<file path="src/rtl/irqv_pkg.sv">
package irqv_pkg;
  localparam int OFF_W = 2;
  localparam logic [OFF_W-1:0] OFF_EOI  = 2'd0;
  localparam logic [OFF_W-1:0] OFF_MASK = 2'd1;

  // Vector word: plain zero-extended index, zero when nothing qualifies.
  function automatic logic [31:0] vector_word(input logic hit, input logic [7:0] idx);
    return hit ? {24'b0, idx} : 32'b0;
  endfunction

  // Cause word: (index + 1) scaled by four, zero when no source is active.
  function automatic logic [31:0] cause_word(input logic hit, input logic [7:0] idx);
    logic [9:0] code;
    code = {2'b0, idx} + 10'd1;
    return hit ? {20'b0, code, 2'b00} : 32'b0;
  endfunction
endpackage

</file>
<file path="src/rtl/irqv_bank.sv">
module irqv_bank #(
  parameter int W = 8
) (
  input  logic         clk,
  input  logic         rst_n,
  input  logic [W-1:0] req,
  input  logic         eoi,
  input  logic         mask_we,
  input  logic [W-1:0] wdata,
  output logic [W-1:0] pend,
  output logic [W-1:0] en,
  output logic [W-1:0] rise
);
  logic [W-1:0] req_q;

  assign rise = req & ~req_q;

  always_ff @(posedge clk or negedge rst_n) begin
    if (!rst_n) begin
      req_q <= '0;
      pend  <= '0;
      en    <= '1;
    end else begin
      req_q <= req;
      if (eoi) pend <= rise;
      else     pend <= pend | rise;
      if (mask_we) en <= ~wdata;
    end
  end
endmodule

</file>
<file path="src/rtl/irqv_scan.sv">
module irqv_scan #(
  parameter int N  = 16,
  parameter int IW = (N > 1) ? $clog2(N) : 1
) (
  input  logic [N-1:0]  bits,
  output logic          hit,
  output logic [IW-1:0] idx
);
  always_comb begin
    hit = 1'b0;
    idx = '0;
    for (int i = N - 1; i >= 0; i--) begin
      if (bits[i]) begin
        hit = 1'b1;
        idx = IW'(i);
      end
    end
  end
endmodule

</file>
<file path="src/rtl/irq_bank_vector.sv">
module irq_bank_vector
  import irqv_pkg::*;
#(
  parameter int BANK_W    = 8,
  parameter int NUM_BANKS = 2,
  parameter int LCL_W     = 15,
  localparam int LINES    = BANK_W * NUM_BANKS,
  localparam int SEL_W    = (NUM_BANKS > 1) ? $clog2(NUM_BANKS) : 1
) (
  input  logic              clk,
  input  logic              rst_n,
  input  logic [LINES-1:0]  irq_line,
  input  logic [LCL_W-1:0]  lcl_src,
  input  logic [SEL_W-1:0]  bank_sel,
  input  logic [OFF_W-1:0]  bank_off,
  input  logic              bank_wr,
  input  logic              bank_rd,
  input  logic [BANK_W-1:0] bank_wdata,
  output logic [LINES-1:0]  bank_rdata,
  output logic [31:0]       vec_rdata,
  output logic [31:0]       cause_rdata,
  output logic              irq_out
);
  localparam int VIW = (LINES > 1) ? $clog2(LINES) : 1;
  localparam int CIW = (LCL_W > 1) ? $clog2(LCL_W) : 1;

  logic [LINES-1:0]     pend, en_mask, rise, active;
  logic [NUM_BANKS-1:0] eoi, mask_we;
  logic [LCL_W-1:0]     lcl_q;
  logic                 vec_hit, cause_hit;
  logic [VIW-1:0]       vec_idx;
  logic [CIW-1:0]       cause_idx;

  for (genvar b = 0; b < NUM_BANKS; b++) begin : g_bank
    assign eoi[b]     = bank_wr && (bank_off == OFF_EOI)  && (bank_sel == SEL_W'(b));
    assign mask_we[b] = bank_wr && (bank_off == OFF_MASK) && (bank_sel == SEL_W'(b));

    irqv_bank #(.W(BANK_W)) u_bank (
      .clk     (clk),
      .rst_n   (rst_n),
      .req     (irq_line[b*BANK_W +: BANK_W]),
      .eoi     (eoi[b]),
      .mask_we (mask_we[b]),
      .wdata   (bank_wdata),
      .pend    (pend[b*BANK_W +: BANK_W]),
      .en      (en_mask[b*BANK_W +: BANK_W]),
      .rise    (rise[b*BANK_W +: BANK_W])
    );
  end

  always_ff @(posedge clk or negedge rst_n) begin
    if (!rst_n) lcl_q <= '0;
    else        lcl_q <= lcl_src;
  end

  assign active = pend & en_mask;

  irqv_scan #(.N(LINES), .IW(VIW)) u_vec (
    .bits (active),
    .hit  (vec_hit),
    .idx  (vec_idx)
  );

  irqv_scan #(.N(LCL_W), .IW(CIW)) u_cause (
    .bits (lcl_q),
    .hit  (cause_hit),
    .idx  (cause_idx)
  );

  assign vec_rdata   = vector_word(vec_hit, 8'(vec_idx));
  assign cause_rdata = cause_word(cause_hit, 8'(cause_idx));
  assign irq_out     = vec_hit;
  assign bank_rdata  = (bank_rd && bank_off == OFF_MASK) ? en_mask : '0;
endmodule

</file>
<file path="config.mk">
export PLATFORM = sky130hd
export DESIGN_NAME = irq_bank_vector
export DESIGN_NICKNAME = d
export VERILOG_FILES = /design/src/rtl/irqv_pkg.sv /design/src/rtl/irqv_bank.sv /design/src/rtl/irqv_scan.sv /design/src/rtl/irq_bank_vector.sv
export SDC_FILE = /design/constraint.sdc
export NUM_CORES = 1
export LEC_CHECK = 0
export BUFFER_PORTS_ARGS = -buffer_cell sky130_fd_sc_hd__clkbuf_2
export CAP_MARGIN = 5
export CORE_UTILIZATION = 43
export CTS_CLUSTER_SIZE = 40
export DETAILED_ROUTE_END_ITERATION = 8
export GPL_TIMING_DRIVEN = 0
export PLACE_DENSITY = 0.72
export SKIP_CTS_REPAIR_TIMING = 1
export SLEW_MARGIN = 0
export SYNTH_ARGS = -nofsm -noshare
export SYNTH_HDL_FRONTEND = slang
export SYNTH_HIERARCHICAL = 1
export SYNTH_SLANG_ARGS = --single-unit
</file>
<file path="constraint.sdc">
create_clock -name clk -period 1.8 [get_ports clk]
set_input_delay 0.09 -clock clk [delete_from_list [all_inputs] [get_ports clk]]
set_output_delay 0.09 -clock clk [all_outputs]
set_load 0.02 [all_outputs]
</file>
## Yosys cells after proc, flatten, opt, wreduce, memory -nomap -nowiden

Cells that the tools add are included.

- $add $sub $neg: 1
- Reductions and logical operators: 8
- Equal/unequal tests: 1
- Muxes and demuxes: 67
- Bitwise operators: 9

Operators by type and width:

| kind | count |
|---|---|
| $mux 4 | 32 |
| $mux 1 | 31 |
| $not 8->8 | 3 |
| $and 16x16->16 | 1 |
| $and 8x8->8 | 2 |
| $mux 16 | 1 |
| $mux 8 | 2 |
| $or 8x8->8 | 2 |
| $logic_and 1x1->1 | 7 |
| $mux 7 | 1 |
| $add 4x1->5 const B | 1 |
| $eq 2x1->1 const B | 1 |
| $logic_not 2->1 | 1 |
| $not 1->1 | 1 |

- Logic and storage cells: 93
- Bits of input ports: 46
- Flip-flop bits (word level): 63
- Output and inout port bits: 81

## Depth between registers and ports, before layout

Gate-level depths: netlist (run 1).

- Depth after elaboration: 18
- Depth in mapped cells: 6
- Depth with buffers taken out: 6

## Modules after synthesis

The synthesis (run 1) kept the hierarchy.

By module, submodules not included:

| module | area each (um^2) | times used | cells an instance |
|---|---|---|---|
| irqv_bank | 845.8 | 2 | 58 |
| irq_bank_vector | 1177.4 | 1 | 127 |
| irqv_scan (u_vec) | 178.9 | 1 | 33 |
| irqv_scan (u_cause) | 160.2 | 1 | 27 |

## Least setup slack after synthesis (run 1)

No wires, ideal clock.

- Kind: reg2out
- Start: register lcl_q[10]
- End: output port cause_rdata[4]
- Required time: 1710 ps
- Slack: 65 ps
- Arrival: 1645 ps
- Path buffers: 0
- Stages on the path, launching flop included: 7
- Path through: dfrtp_1 or4_1 a21oi_1 o32ai_1 ha_1 xor2_1 and2_1

- Cells in the longest elaborated chain, start to end: 13

RTL lines:

| item | RTL line | text |
|---|---|---|
| from (decl) | irq_bank_vector.sv:29 | `logic [LCL_W-1:0] lcl_q;` |
| from (signal assigned) | irq_bank_vector.sv:53 | `else lcl_q <= lcl_src;` |
| $mux 4 (11 in series) | irqv_scan.sv:13 | `if (bits[i]) begin` |
| named net cause_idx[1] | irq_bank_vector.sv:32 | `logic [CIW-1:0] cause_idx;` |
| $add 4x1->5 | irqv_pkg.sv:14 | `code = {2'b0, idx} + 10'd1;` |
| $mux 7 | irqv_pkg.sv:15 | `return hit ? {20'b0, code, 2'b00} : 32'b0;` |
| to (decl) | irq_bank_vector.sv:21 | `output logic [31:0] cause_rdata,` |

The timed path passes the listed nets, and every way through them passes these cells.

## Worst setup path in the final report (run 1)

- Start: register lcl_q[7]
- End: output port cause_rdata[4]

- Cells in the longest elaborated chain, start to end: 10

RTL lines:

| item | RTL line |
|---|---|
| $mux 4 (8 in series) | irqv_scan.sv:13 |
| named net cause_idx[1] | irq_bank_vector.sv:32 |
| $add 4x1->5 | irqv_pkg.sv:14 |
| $mux 7 | irqv_pkg.sv:15 |

The timed path passes the listed nets, and every way through them passes these cells.

==> impl_metrics.ini, run 1 <==
[timing]
final-max-slew-violation-count = 0
relSlewSlack_pct = 45.0
hold_viol_final = 0
rsz0062_at_grt = yes
hold_ws_ns = 0.231
min_period_ns = 2.32
postLayoutSetupSlackWorst_ns = -0.519
setup-tns-final_ns = -3.26
fin_crit_sh_pct = 129
setup_viol = 10
finalClockSkew_ns = 0.00690
tightest_slew_ns = 0.825
max_freq_mhz = 431

[layout]
nFillCells = 595
drive_above_1_share_pct = 40.8
nets = 532
antenna_cells = 0
final_area_um2 = 4700
area_delta_synth_final_pct = 46.5

[yosys]
synth.area.top_cells = dfrtp_1, dfstp_2, buf_4
synthFlopType = dfrtp_1
async_flop_share_pct = 100
syn_area_um2 = 3210
avgSynthCellArea_um2 = 10.6
yosys.area.top_type = dfrtp_1
yosys_warnings = 6
ys_ff_latch = 63
syn_inst = 303
yosysUniqueCellTypes = 38
yosysSeqAreaShare_pct = 49.8
synth_edf_count = 0
synth_top_cell_area_share_pct = 36.7

[cts]
clock_latency_ns = 0.34
cts_buffers = 9
clock-root-buffer = clkbuf_8
clk_pin_slew_ns = 0.07
cts_buffer_depth = 2
cts_tree = done
clock-sinks = 63
htreeDepth = 3

[min_path]
hp-class = input port to flip-flop
hold_end = g_bank[1].u_bank/en[3]$_DFFE_PN1P_
hold_depth = 5
min-delay-start = bank_wr

[place]
portBuffers = 71
place_ws_ns = -0.126
dpl.hpwl_mm = 4.88
post_dp_cell_area_um2 = 3890
gp_congestion = 0.824

[critical_path]
critical_path_class = flip-flop to output port
r2r_end = g_bank[1].u_bank/en[2]$_DFFE_PN1P_
slowest_stage = or4_4
cp-start-kind = flip-flop
crit_path_end_kind = output port
critPathRequiredTime_ns = 1.71
worstPathArrival_ns = 2.23
rrSetupSlack_ns = 0.92
cp_cell_sequence = or4_4 -> a21oi_4 -> o32ai_4 -> ha_2 -> xor2_1 -> and2_1 -> buf_6
reg2reg_depth = 3
cpPeakStageDelay_ns = 0.54
critical_path_peak_fanout = 4
r2r_start = g_bank[1].u_bank/en[2]$_DFFE_PN1P_

[die]
core_um2 = 7210
rows = 31
fp.dieW_um = 88.4
floorplan.initialDensity_pct = 44.5
die-height_um = 88.4
die_area_um2 = 7810
io_pins = 127

[power]
cellPowerDensity_nw_per_um2 = 871
p_leak_nw = 2.35
power_mw = 4.09
peakVddDrop_mv = 0.632

[drt]
first_pass_iters = 4
vias_per_cell = 4.28
drt_wl_total_mm = 7.11
antenna_left = 0
vias = 2522
wl_per_cell_um = 12.1
drt_iter0_markers = 95
drc = 0

[global_route]
grt_pass1_vias = 2106
grt_max_degree = 64
grt.total_usage_pct = 17.3
antenna_found_initial = 0
overflow = 0
grt_pass1_wl_mm = 9.96

[status]
violations = setup timing
outcome = finished, violations left

[job]
max_cap_viol_count = 0
## final cells by class
| cell class | count | area, um2 | share of cell area, % |
|---|---|---|---|
| inverter | 22 | 82.6 | 1.76 |
| clock buffer | 11 | 151 | 3.22 |
| multi-input combinational | 214 | 1380 | 29.3 |
| tap | 99 | 124 | 2.64 |
| buffer | 58 | 447 | 9.50 |
| sequential | 63 | 1600 | 34.0 |
| clock inverter | 5 | 80.1 | 1.70 |
| timing repair buffer | 117 | 843 | 17.9 |
## critical path: cells and delay by family (launching register included)
family / cells / cell delay, ns
XOR/XNOR: 1 / 0.14
flip-flops: 1 / 0.42
adder cells (fa/ha/maj): 1 / 0.22
AND/OR/NAND/NOR: 2 / 0.71
buffers and inverters: 1 / 0.13
AO/OA/AOI/OAI: 2 / 0.27
## worst max-delay path by stage
stage	from	endpoint	slack, ns	cells past startpoint
5_1_grt	lcl_q[10]$_DFF_PN0_	cause_rdata[5]	-0.64	6
4_1_cts	lcl_q[7]$_DFF_PN0_	cause_rdata[4]	-0.51	7
3_5_place_dp	lcl_q[7]$_DFF_PN0_	cause_rdata[4]	-0.13	7
6_report	lcl_q[7]$_DFF_PN0_	cause_rdata[4]	-0.52	7
3_3_place_gp	lcl_q[7]$_DFF_PN0_	cause_rdata[4]	-0.09	7
2_1_floorplan	lcl_q[10]$_DFF_PN0_	cause_rdata[4]	0.06	6
## per-stage QoR
stage | std cells | util (%)
global route | 589 | 65.1
finish | 589 | 65.1
detailed placement | 527 | 54.0
floorplan | 357 | -
CTS | 543 | 57.2
global placement | 527 | 53.9
## state kept, by name (all words and copies together), names as in the netlist
register and count:
lcl_q 15, g_bank.u_bank/en 16, g_bank.u_bank/pend 16, g_bank.u_bank/req_q 16
## metal layers
metal  track usage, %  part of all wire (%)
met2             26.9                    48
met4             6.01                   1.8
met3             5.97                   8.8
met1             22.5                    41
met5                0                     0
## cell usage after synthesis, types with 4 or more instances
| master | number |
|---|---|
| nor2_1 | 16 |
| buf_4 | 55 |
| a21o_1 | 16 |
| nand2_1 | 9 |
| and2_2 | 4 |
| and2_1 | 23 |
| and2_4 | 10 |
| nor3_1 | 4 |
| a21oi_1 | 5 |
| nor4_1 | 5 |
| mux2i_1 | 17 |
| inv_1 | 22 |
| dfrtp_1 | 47 |
| nand2b_1 | 5 |
| dfstp_2 | 16 |
| nor2b_1 | 19 |
## cell usage in the layout (no fill, tap or decap), types with 3 or more instances in the layout
| cell type | synthesis | layout |
|---|---|---|
| clkbuf_2 | 0 | 63 |
| buf_4 | 55 | 62 |
| conb_1 | 1 | 55 |
| dfrtp_1 | 47 | 47 |
| dlygate4sd3_1 | 0 | 40 |
| inv_1 | 22 | 22 |
| nor2b_1 | 19 | 19 |
| and2_4 | 10 | 17 |
| mux2i_1 | 17 | 17 |
| nor2_1 | 16 | 16 |
| a21o_1 | 16 | 16 |
| dfstp_2 | 16 | 16 |
| and2_1 | 23 | 15 |
| clkbuf_8 | 0 | 11 |
| nand2_1 | 9 | 9 |
| buf_6 | 3 | 9 |
| and2_2 | 4 | 5 |
| nand2b_1 | 5 | 5 |
| nor3_1 | 4 | 4 |
| nor4_1 | 5 | 4 |
| a21oi_1 | 5 | 4 |
| nand3_1 | 3 | 3 |
| o31ai_1 | 3 | 3 |
## power breakdown
group          leakage, nW  switching (mW)  internal (mW)  total, mW
registers            0.687           0.108           1.62       1.73
clock network        0.112           0.535          0.852       1.39
logic                 1.55           0.506          0.467      0.973
## cells by family (layout without fill, tap and decap cells)
kind of cell               after synthesis  in the layout  synth area share (%)
AOI/OAI and AO/OA                       33             33                  7.33
xor gates and xnor gates                 1              1                 0.273
adders and majority gates                1              1                 0.390
buffers and inverters                   80            213                  16.5
DFF                                     63             63                  49.8
muxes                                   17             17                  5.30
other                                    1             55                 0.117
and+or+nand+nor                        107            107                  20.3
Power figures use the tool's default switching activity.
==> run 2: changes to the inputs <==
- GPL_TIMING_DRIVEN: 0 -> default
==> run 2 against run 1 <==
Against the previous run:
- the flow still finishes with violations (setup timing)
- first-iteration DRC count fell by 47%
- die area did not move
- highest routed layer unchanged
- wire length fell by 3.9%
- non-clock buffer count fell by 51
- sequential power barely moved
- global-route usage fell by 0.65 points
- power fell by 3.1%
- maximum frequency rose by 5.3%
- via count fell by 4.4%
==> impl_metrics.ini, run 2 (synthesized netlist as in run 1, its figures left out) <==
[power]
p_leak_nw = 2.07
power_mw = 3.96
cellPowerDensity_nw_per_um2 = 915
p_seq_share_pct = 43.7
peakVddDrop_mv = 0.529
p_int_mw = 2.84
p_sw_share_pct = 28.3
comb_power_share_pct = 22.6
p_clk_share_pct = 33.7
switchingPower_mw = 1.12

[critical_path]
worstPathArrival_ns = 2.11
r2r_end = g_bank[1].u_bank/pend[1]$_DFF_PN0_
r2r_start = g_bank[1].u_bank/pend[1]$_DFF_PN0_
critical_path_class = flip-flop to output port
path_buf_inv = 1
slowest_stage = dfrtp_2
crit_path_end_kind = output port
critical_path_peak_fanout = 5
crit_start = lcl_q[1]$_DFF_PN0_
cp_cell_sequence = nor4_2 -> o31ai_1 -> o32ai_2 -> ha_2 -> xor2_1 -> and2_1 -> buf_6
reg2reg_depth = 2
cp-endpoint = cause_rdata[4]
crit_family = simple AND/OR/NAND/NOR gates
critPathRequiredTime_ns = 1.71
rrSetupSlack_ns = 1.01
cp_num_cells = 7
cpPeakStageDelay_ns = 0.46
cp-start-kind = flip-flop

[drt]
vias_per_cell = 4.48
drt_iter0_markers = 50
drc = 0
wl_per_cell_um = 12.7
drt_wl_total_mm = 6.83
antenna_left = 0
first_pass_iters = 4
vias = 2410

[timing]
tightest_slew_ns = 0.565
finalClockSkew_ns = 0.00700
postLayoutSetupSlackWorst_ns = -0.402
hold_viol_final = 0
relSlewSlack_pct = 62.3
fin_crit_sh_pct = 122
setup_viol = 10
final-max-slew-violation-count = 0
max_freq_mhz = 454
min_period_ns = 2.20
rsz0062_at_grt = yes

[job]
max_cap_viol_count = 0

[cts]
clk_pin_slew_ns = 0.07
htreeDepth = 3
clock_latency_ns = 0.34
cts_buffers = 9
cts_buffer_depth = 2
cts_tree = done
clock-root-buffer = clkbuf_8
clock-sinks = 63

[die]
io_pins = 127
die_area_um2 = 7810
floorplan.initialDensity_pct = 44.5
core_um2 = 7210
die-height_um = 88.4
rows = 31
fp.dieW_um = 88.4

[layout]
nFillCells = 569
final_common_cell = clkbuf_2
drive_above_1_share_pct = 35.8
area_delta_synth_final_pct = 35.1
final_area_um2 = 4330
antenna_cells = 0
layout_common_cells = clkbuf_2, conb_1, dfrtp_1
largestRegisters = g_bank.u_bank/en: 16 flops, g_bank.u_bank/pend: 16 flops, g_bank.u_bank/req_q: 16 flops
final_core_util_pct = 60.1
fin_cells = 538
nets = 481

[global_route]
antenna_found_initial = 0
grt_pass1_wl_mm = 9.60
grt.total_usage_pct = 16.6
grt_pass1_vias = 1959
grt_max_degree = 43
overflow = 0

[min_path]
hp-class = input port to flip-flop
min-delay-start = bank_wr

[place]
dpl.hpwl_mm = 4.57
gp_congestion = 0.833
post_dp_cell_area_um2 = 3520
place_ws_ns = -0.0890
placed_cells = 478
portBuffers = 71

[status]
outcome = finished, violations left
violations = setup timing
-- run 2: cell count changes in the layout (fill, tap and decap cells not counted), sizes merged --
| cell | change |
|---|---|
| clkinvlp | -2 |
| buf | -50 |
| clkinv | +1 |
-- run 2: worst reg2reg max path: stages (launching register included) --
cell     delay, ns
dfrtp_1       0.39
buf_4         0.14
a21o_1        0.16
-- run 2: worst min-delay path by stage --
stage / to / depth (start not counted) / slack [ns]
5_1_grt: g_bank[1].u_bank/en[3]$_DFFE_PN1P_ / 5 / 0.28
2_1_floorplan: g_bank[0].u_bank/pend[0]$_DFF_PN0_ / 0 / -0.21
4_1_cts: g_bank[1].u_bank/req_q[1]$_DFF_PN0_ / 1 / -0.27
3_5_place_dp: g_bank[1].u_bank/req_q[1]$_DFF_PN0_ / 1 / 0.11
6_report: g_bank[0].u_bank/en[2]$_DFFE_PN1P_ / 5 / 0.27
3_3_place_gp: g_bank[1].u_bank/req_q[1]$_DFF_PN0_ / 1 / 0.10
-- run 2: per-stage QoR --
stage / hold slack [ns] / setup TNS, ns
2_1_floorplan: -0.206 / 0
3_3_place_gp: 0.102 / -0.0203
3_5_place_dp: 0.106 / -0.0966
4_1_cts: -0.269 / -3.47
5_1_grt: 0.284 / -3.87
6_report: 0.267 / -2.71
-- run 2: routing by layer --
| metal | GRT usage (%) | share of wire, % |
|---|---|---|
| met1 | 23.2 | 43 |
| met2 | 24.3 | 49 |
| met5 | 0 | 0 |
| met4 | 5.28 | 1.6 |
| met3 | 5.78 | 6.7 |
-- run 2: power by group through the flow --
stage | Sequential [mW] | Combinational [mW] | Clock, mW
3_3_place_gp | 1.75 | 0.702 | 0
3_5_place_dp | 1.75 | 0.715 | 0
2_1_floorplan | 1.71 | 0.610 | 0
4_1_cts | 1.73 | 0.720 | 1.37
6_report | 1.73 | 0.897 | 1.33
5_1_grt | 1.76 | 0.986 | 1.43
-- run 2: area by class of cell --
cell class | count | area (um2) | share of cell area, %
inverter | 22 | 82.6 | 1.91
clock inverter | 4 | 70.1 | 1.62
tap | 99 | 124 | 2.86
sequential | 63 | 1600 | 36.9
multi-input combinational | 214 | 1410 | 32.5
timing repair buffer | 124 | 906 | 20.9
clock buffer | 12 | 145 | 3.35
==> run 3: changes to the inputs <==
- CORE_UTILIZATION: 43 -> 35
- PLACE_DENSITY: 0.72 -> default
==> run 3 against run 2 <==
Against the previous run:
- the run ends with DRC, setup timing left
- register-to-register slack about the same
- clock skew about the same
- utilization decreased by 12 points
- sequential cell count unchanged
- sequential share of layout area increased by 0.69 points
- power decreased by 5.1%
- via count decreased by 4.0%
- first-iteration DRC count increased by 56%
- final cell count increased by 0.74%
- clock-buffer cell count unchanged
- combinational power decreased by 4.0%
- maximum frequency increased by 0.41%
- critical path type unchanged
- critical endpoint unchanged
==> impl_metrics.ini, run 3 (synthesized netlist as in run 1, its figures left out) <==
[status]
outcome = finished, violations left
violations = DRC, setup timing

[die]
core_um2 = 8810
fp.dieW_um = 97.7
die-height_um = 97.7
io_pins = 127
floorplan.initialDensity_pct = 36.4
die_area_um2 = 9550
rows = 34

[drt]
wl_per_cell_um = 11.6
drc = 28
drt_wl_total_mm = 6.28
vias = 2313
drt_iter0_markers = 78
antenna_left = 0
first_pass_iters = 7
vias_per_cell = 4.27

[cts]
clock_latency_ns = 0.33
cts_tree = done
clock-root-buffer = clkbuf_8
cts_buffers = 9
htreeDepth = 3
cts_buffer_depth = 2
clk_pin_slew_ns = 0.07
clock-sinks = 63

[min_path]
hp-class = input port to flip-flop
min-delay-start = bank_wr

[critical_path]
critical_path_class = flip-flop to output port
cp-start-kind = flip-flop
slowest_stage = or4_4
cpPeakStageDelay_ns = 0.52
critPathRequiredTime_ns = 1.71
worstPathArrival_ns = 2.10
critical_path_peak_fanout = 3
crit_path_end_kind = output port
r2r_start = g_bank[1].u_bank/en[5]$_DFFE_PN1P_
cp_cell_sequence = or4_4 -> a21oi_2 -> o32ai_2 -> ha_2 -> xor2_1 -> and2_1 -> buf_6
crit_start = lcl_q[10]$_DFF_PN0_

[global_route]
grt_max_degree = 64
antenna_found_initial = 0
grt_pass1_wl_mm = 9.82
grt.total_usage_pct = 13.4
grt_pass1_vias = 2079
overflow = 0

[power]
cellPowerDensity_nw_per_um2 = 886
peakVddDrop_mv = 0.495
p_leak_nw = 2.04

[layout]
final_common_cell = clkbuf_2
nets = 476
layout_common_cells = clkbuf_2, conb_1, dfrtp_1
final_core_util_pct = 48.2
area_delta_synth_final_pct = 32.4
largestRegisters = g_bank.u_bank/en: 16 flops, g_bank.u_bank/pend: 16 flops, g_bank.u_bank/req_q: 16 flops
antenna_cells = 0
drive_above_1_share_pct = 33.4
nFillCells = 838
final_area_um2 = 4250

[timing]
postLayoutSetupSlackWorst_ns = -0.393
hold_viol_final = 0
final-max-slew-violation-count = 0
finalClockSkew_ns = 0.00661
fin_crit_sh_pct = 122
setup-tns-final_ns = -2.59
hold_ws_ns = 0.276
rsz0062_at_grt = yes
setup_viol = 10
max_freq_mhz = 456
min_period_ns = 2.19

[place]
dpl.hpwl_mm = 4.58
portBuffers = 71
post_dp_cell_area_um2 = 3520
place_ws_ns = -0.125
gp_congestion = 0.798

[job]
max_cap_viol_count = 0
-- run 3: changes by cell type in the layout (fill, tap and decap cells not counted), sizes merged --
cell,delta
bufinv,-1
clkinv,+1
buf,-5
-- run 3: critical path: cells and delay by family (launching register included) --
family          cells  cell delay (ns)
simple gates        2             0.67
flops               1             0.40
compound gates      2             0.23
fa+ha+maj           1             0.21
xor+xnor            1             0.13
buf+inv             1             0.13
-- run 3: stage by stage --
stage	total power [mW]	std cells
global route	3.98	542
detailed placement	2.46	485
CTS	3.66	501
floorplan	2.32	357
global placement	2.45	485
finish	3.76	542
-- run 3: area by class of cell --
| type | count | area, um2 | area share, % |
|---|---|---|---|
| Sequential cell | 63 | 1600 | 37.6 |
| Tap cell | 108 | 135 | 3.18 |
| Timing Repair Buffer | 119 | 875 | 20.6 |
| Inverter | 22 | 82.6 | 1.94 |
| Clock buffer | 12 | 145 | 3.42 |
| Multi-Input combinational cell | 214 | 1370 | 32.2 |
| Clock inverter | 4 | 45.0 | 1.06 |
-- run 3: routing by layer --
layer / routed length (um) / GRT usage (%)
met5: 0 / 0
met4: 75 / 4.20
met3: 374 / 5.08
met2: 2950 / 21.5
met1: 2880 / 16.7
-- run 3: final timing paths --
check / end / slack (ns) / cells after the start
max: cause_rdata[4] / -0.39 / 7
min: g_bank[1].u_bank/en[1]$_DFFE_PN1P_ / 0.28 / 5
max reg2reg: g_bank[1].u_bank/en[5]$_DFFE_PN1P_ / 1.00 / 2
min reg2reg: g_bank[0].u_bank/en[1]$_DFFE_PN1P_ / 0.47 / 2
max in group asynchronous: g_bank[0].u_bank/en[0]$_DFFE_PN1P_ / 1.16 / 3
min in group asynchronous: g_bank[1].u_bank/req_q[5]$_DFF_PN0_ / 0.31 / 3
-- run 3: power by group --
part	internal, mW	total [mW]	leakage, nW	switching, mW
clock network	0.671	1.18	0.100	0.506
registers	1.62	1.73	0.687	0.100
logic	0.388	0.861	1.25	0.473
total	2.68	3.76	2.04	1.08
